**config.mk**
```make
export PLATFORM = sky130hd
export DESIGN_NAME = serial_word_aligner
export DESIGN_NICKNAME = d
export VERILOG_FILES = /design/src/rtl/swa_pkg.sv /design/src/rtl/swa_datapath.sv /design/src/rtl/swa_control.sv /design/src/rtl/serial_word_aligner.sv
export SDC_FILE = /design/constraint.sdc
export NUM_CORES = 1
export LEC_CHECK = 0
export BUFFER_PORTS_ARGS = -buffer_cell sky130_fd_sc_hd__buf_2
export CAP_MARGIN = 20
export CORE_UTILIZATION = 50
export CTS_CLUSTER_SIZE = 20
export DETAILED_ROUTE_END_ITERATION = 10
export GPL_ROUTABILITY_DRIVEN = 1
export PLACE_DENSITY = 0.79
export SYNTH_ARGS = -nofsm -noshare
export SYNTH_HDL_FRONTEND = slang
export SYNTH_HIERARCHICAL = 1
export SYNTH_SLANG_ARGS = --single-unit
```
**constraint.sdc**
```tcl
create_clock -name clk -period 5.25 [get_ports clk]
set_clock_uncertainty 0.15 [all_clocks]
set_input_delay 0.7875 -clock clk [delete_from_list [all_inputs] [get_ports clk]]
set_output_delay 0.7875 -clock clk [all_outputs]
set_load 0.005 [all_outputs]
```
**src/rtl/swa_pkg.sv**
```systemverilog
package swa_pkg;

  // Strobes the control half hands to the datapath each clock.
  typedef struct packed {
    logic takeOffset;  // latch the first matching offset
    logic emitWord;    // load the aligned word register
  } swa_strobe_t;

  typedef enum logic {
    ST_HUNT = 1'b0,
    ST_HELD = 1'b1
  } swa_state_t;

endpackage

```
**src/rtl/swa_datapath.sv**
```systemverilog
module swa_datapath
  import swa_pkg::*;
#(
  parameter int WORD_W = 10,
  localparam int OFF_W = $clog2(WORD_W),
  localparam int WIN_W = 2 * WORD_W
) (
  input  logic              clk,
  input  logic              rstN,
  input  logic              serialIn,
  input  logic [WORD_W-1:0] pattern,
  input  swa_strobe_t       strobe,
  output logic              rawStb,
  output logic              anyMatch,
  output logic [OFF_W-1:0]  firstMatch,
  output logic [WORD_W-1:0] wordOut,
  output logic [OFF_W-1:0]  offsetQ
);

  logic [OFF_W-1:0]  bitCnt;
  logic              lastBit;
  logic [WORD_W-1:0] shiftReg;
  logic [WORD_W-1:0] nextShift;
  logic [WORD_W-1:0] curWord;
  logic [WORD_W-1:0] prevWord;
  logic [WIN_W-1:0]  window;
  logic [WORD_W-1:0] matchVec;
  logic [OFF_W-1:0]  selOff;
  logic [WORD_W-1:0] aligned;

  assign lastBit   = (bitCnt == OFF_W'(WORD_W - 1));
  // New bits enter at the top so the earliest one ends in bit 0.
  assign nextShift = {serialIn, shiftReg[WORD_W-1:1]};
  assign window    = {curWord, prevWord};

  always_ff @(posedge clk or negedge rstN) begin
    if (!rstN) begin
      bitCnt   <= '0;
      shiftReg <= '0;
      curWord  <= '0;
      prevWord <= '0;
      rawStb   <= 1'b0;
    end else begin
      shiftReg <= nextShift;
      bitCnt   <= lastBit ? '0 : bitCnt + 1'b1;
      rawStb   <= lastBit;
      if (lastBit) begin
        curWord  <= nextShift;
        prevWord <= curWord;
      end
    end
  end

  // One comparator per candidate offset.
  for (genvar k = 0; k < WORD_W; k++) begin : g_cmp
    assign matchVec[k] = (window[k +: WORD_W] == pattern);
  end

  // Lowest matching offset wins.
  always_comb begin
    anyMatch   = |matchVec;
    firstMatch = '0;
    for (int k = WORD_W - 1; k >= 0; k--) begin
      if (matchVec[k]) firstMatch = OFF_W'(k);
    end
  end

  assign selOff = strobe.takeOffset ? firstMatch : offsetQ;

  always_comb begin
    for (int j = 0; j < WORD_W; j++) begin
      aligned[j] = window[int'(selOff) + j];
    end
  end

  always_ff @(posedge clk or negedge rstN) begin
    if (!rstN) begin
      offsetQ <= '0;
      wordOut <= '0;
    end else begin
      if (strobe.takeOffset) offsetQ <= firstMatch;
      if (strobe.emitWord)   wordOut <= aligned;
    end
  end

endmodule

```
**src/rtl/swa_control.sv**
```systemverilog
module swa_control
  import swa_pkg::*;
(
  input  logic        clk,
  input  logic        rstN,
  input  logic        alignEn,
  input  logic        rawStb,
  input  logic        anyMatch,
  output swa_strobe_t strobe,
  output logic        lockedQ,
  output logic        validQ
);

  swa_state_t state;
  logic       alignEnQ;
  logic       rearm;

  assign rearm   = alignEn & ~alignEnQ;
  assign lockedQ = (state == ST_HELD);

  // A re-arm edge takes priority over any word strobe on the same edge.
  always_comb begin
    strobe = '0;
    if (!rearm && rawStb) begin
      if (state == ST_HELD) begin
        strobe.emitWord = 1'b1;
      end else if (alignEn && anyMatch) begin
        strobe.emitWord   = 1'b1;
        strobe.takeOffset = 1'b1;
      end
    end
  end

  always_ff @(posedge clk or negedge rstN) begin
    if (!rstN) begin
      state    <= ST_HUNT;
      alignEnQ <= 1'b0;
      validQ   <= 1'b0;
    end else begin
      alignEnQ <= alignEn;
      validQ   <= strobe.emitWord;
      if (rearm)                  state <= ST_HUNT;
      else if (strobe.takeOffset) state <= ST_HELD;
    end
  end

endmodule

```
**src/rtl/serial_word_aligner.sv**
```systemverilog
module serial_word_aligner
  import swa_pkg::*;
#(
  parameter int WORD_W = 10,
  localparam int OFF_W = $clog2(WORD_W)
) (
  input  logic              clk,
  input  logic              rstN,
  input  logic              serialIn,
  input  logic              alignEn,
  input  logic [WORD_W-1:0] alignPattern,
  output logic [WORD_W-1:0] wordOut,
  output logic              wordValid,
  output logic              locked,
  output logic [OFF_W-1:0]  lockOffset
);

  swa_strobe_t      strobe;
  logic             rawStb;
  logic             anyMatch;
  logic [OFF_W-1:0] firstMatch;

  swa_datapath #(.WORD_W(WORD_W)) u_dp (
    .clk       (clk),
    .rstN      (rstN),
    .serialIn  (serialIn),
    .pattern   (alignPattern),
    .strobe    (strobe),
    .rawStb    (rawStb),
    .anyMatch  (anyMatch),
    .firstMatch(firstMatch),
    .wordOut   (wordOut),
    .offsetQ   (lockOffset)
  );

  swa_control u_ctl (
    .clk     (clk),
    .rstN    (rstN),
    .alignEn (alignEn),
    .rawStb  (rawStb),
    .anyMatch(anyMatch),
    .strobe  (strobe),
    .lockedQ (locked),
    .validQ  (wordValid)
  );

endmodule

```
==> impl_metrics.toml <==
[timing]
timing.final.crit_share_pct = 92.7
rsz0062_at_grt = "false"
slew_headroom_pct = 52.7
fin_crit_ns = 4.87
final-setup-viol-count = 0
slew_violations = 0
tightest_slew_ns = 0.709
hold_ws_ns = 0.124
setup_tns_ns = 0
hold_viol = 0
fmax_ghz = 0.206
fin_ws_ns = 0.384

[floorplanning]
start_util_pct = 52.3
rows = 34
dieArea_um2 = 9640
die_h_um = 98.2
io-pin-count = 30
coreArea_um2 = 8850
die_w_um = 98.2

[final_layout]
multi_input_area_um2 = 3010
antenna_cells = 0
drive_gt1_share_pct = 24.0
final_cell_mix = "61 x xnor2_1, 51 x dfrtp_1, 48 x xor2_1"
final_common_cell = "xnor2_1"
nFillCells = 794
area_delta_synth_final_pct = 4.14
seq_area_um2 = 1280
final_core_utilization_pct = 54.4
num-nets-final = 486

[drt]
drc = 2
drt_pass1_iterations = 11
vias = 3523
dr_wl_met3_um = 899
wire_per_inst_um = 19.6
via_per_inst = 6.17
ant_nets = 0
highest_layer = "met4"
drt_iter0_markers = 369
wl_met2_um = 5230
wl_met1_um = 4910
wirelength_um = 11200

[power_and_ir_drop]
p_per_area_nw_per_um2 = 173
p_total_w = 0.000833
p_leak_nw = 2.00
ir_worst_vdd_v = 0.000156

[cts]
h-tree-depth = 2
clock_latency_ns = 0.32
ctsHoldBuffers = 0
cts_tree = "done"
cts_setup_buffers = 0
cts_resized = 0
cts_buffers = 5
cts_sinks = 51
clkTransAtPathRegs_ns = 0.10
ctsRootBufferMaster = "clkbuf_8"
cts_buffer_depth = 2

[critical_path]
critPathKind = "reg2reg"
cp.arrival_ns = 4.93
r2r_start = "u_dp/prevWord[9]$_DFFE_PN0P_"
cp.required_ns = 5.31
endpoint_kind = "flip-flop"
reg2reg_to = "u_dp/wordOut[7]$_DFFE_PN0P_"
crit_start = "u_dp/prevWord[9]$_DFFE_PN0P_"
crit_path_start_kind = "flip-flop"
critPathCapture = "u_dp/wordOut[7]$_DFFE_PN0P_"
reg2reg_depth = 15
r2r_slack_ns = 0.38
crit_fanout = 13

[global_route]
first_global_vias = 3442
antenna_found_initial = 0
grt_overflow = 0
grt.total_usage_pct = 24.0
grt_pass1_wl_um = 18200
grt_max_degree = 46

[yosys]
syn_area_um2 = 4630
syn_avg_cell_area_um2 = 10.2
syn_inst = 453
synth_fp_nets = 477
synth_warnings = 6

[min_path]
hold_path.class = "in2async"

[outcome]
violations = "DRC"
run_status = "finished, violations left"

[placement]
place_ws_ns = 0.172
gp_congestion = 0.939
dp_hpwl_um = 7980
io_buffers = 29

[run]
cap_violations = 0
[state kept, by name, indices dropped and copies added (netlist names)]
name and flops:
u_ctl/alignEnQ 1, u_ctl/validQ 1, u_dp/offsetQ 4, u_dp/wordOut 10
u_dp/rawStb 1, u_ctl/lockedQ 1, u_dp/prevWord 10, u_dp/bitCnt 4
u_dp/shiftReg 9, u_dp/curWord 10
[stage by stage]
step           std cells  area [um^2]
6_report             571         4820
5_1_grt              571         4820
4_1_cts              571         4820
3_5_place_dp         563         4720
3_3_place_gp         563         4720
2_1_floorplan        453         4630
[worst max-delay path, cell delays in order (launching register included)]
cell and delay [ns]:
dfrtp_1 0.81, xor2_1 0.14, nor4_1 0.28, nand4_1 0.26
and4bb_2 0.35, nand3_1 0.10, nand3_1 0.12, nor3b_2 0.30
inv_1 0.17, nor3_2 0.36, a21oi_4 0.11, ha_1 0.56
mux4_2 0.58, mux2i_1 0.18, o32ai_1 0.11, a31o_1 0.19
[how the worst min path moves through the flow]
stage / end / slack, ns / depth (start not counted)
floorplan: u_dp/shiftReg[1]$_DFF_PN0_ / 0.20 / 0
global placement: u_dp/shiftReg[1]$_DFF_PN0_ / 0.20 / 0
detailed placement: u_dp/shiftReg[6]$_DFF_PN0_ / 0.21 / 0
CTS: u_ctl/validQ$_DFF_PN0_ / 0.13 / 1
global route: u_ctl/validQ$_DFF_PN0_ / 0.14 / 1
finish: u_ctl/validQ$_DFF_PN0_ / 0.12 / 1
[power by group]
part	switching (W)	leakage, nW	internal [W]
combinational	0.0000770	1.32	0.0000739
clock	0.000144	0.0461	0.0000965
sequential	0.0000351	0.628	0.000407
[layout make-up]
| cell class | count | area share, % |
|---|---|---|
| clock buffer | 5 | 1.43 |
| clock inverter | 3 | 0.494 |
| inverter | 13 | 1.01 |
| multi-input combinational | 348 | 62.6 |
| sequential | 51 | 26.5 |
| tap | 108 | 2.81 |
| timing repair buffer | 43 | 5.19 |
[metal layers]
metal / GRT usage, % / vias up
met5: 0 / -
met2: 39.6 / 140
met4: 5.17 / 0
met3: 3.29 / 15
met1: 33.6 / 1727
li1: - / 1641
(Power assumes the default switching activity.)
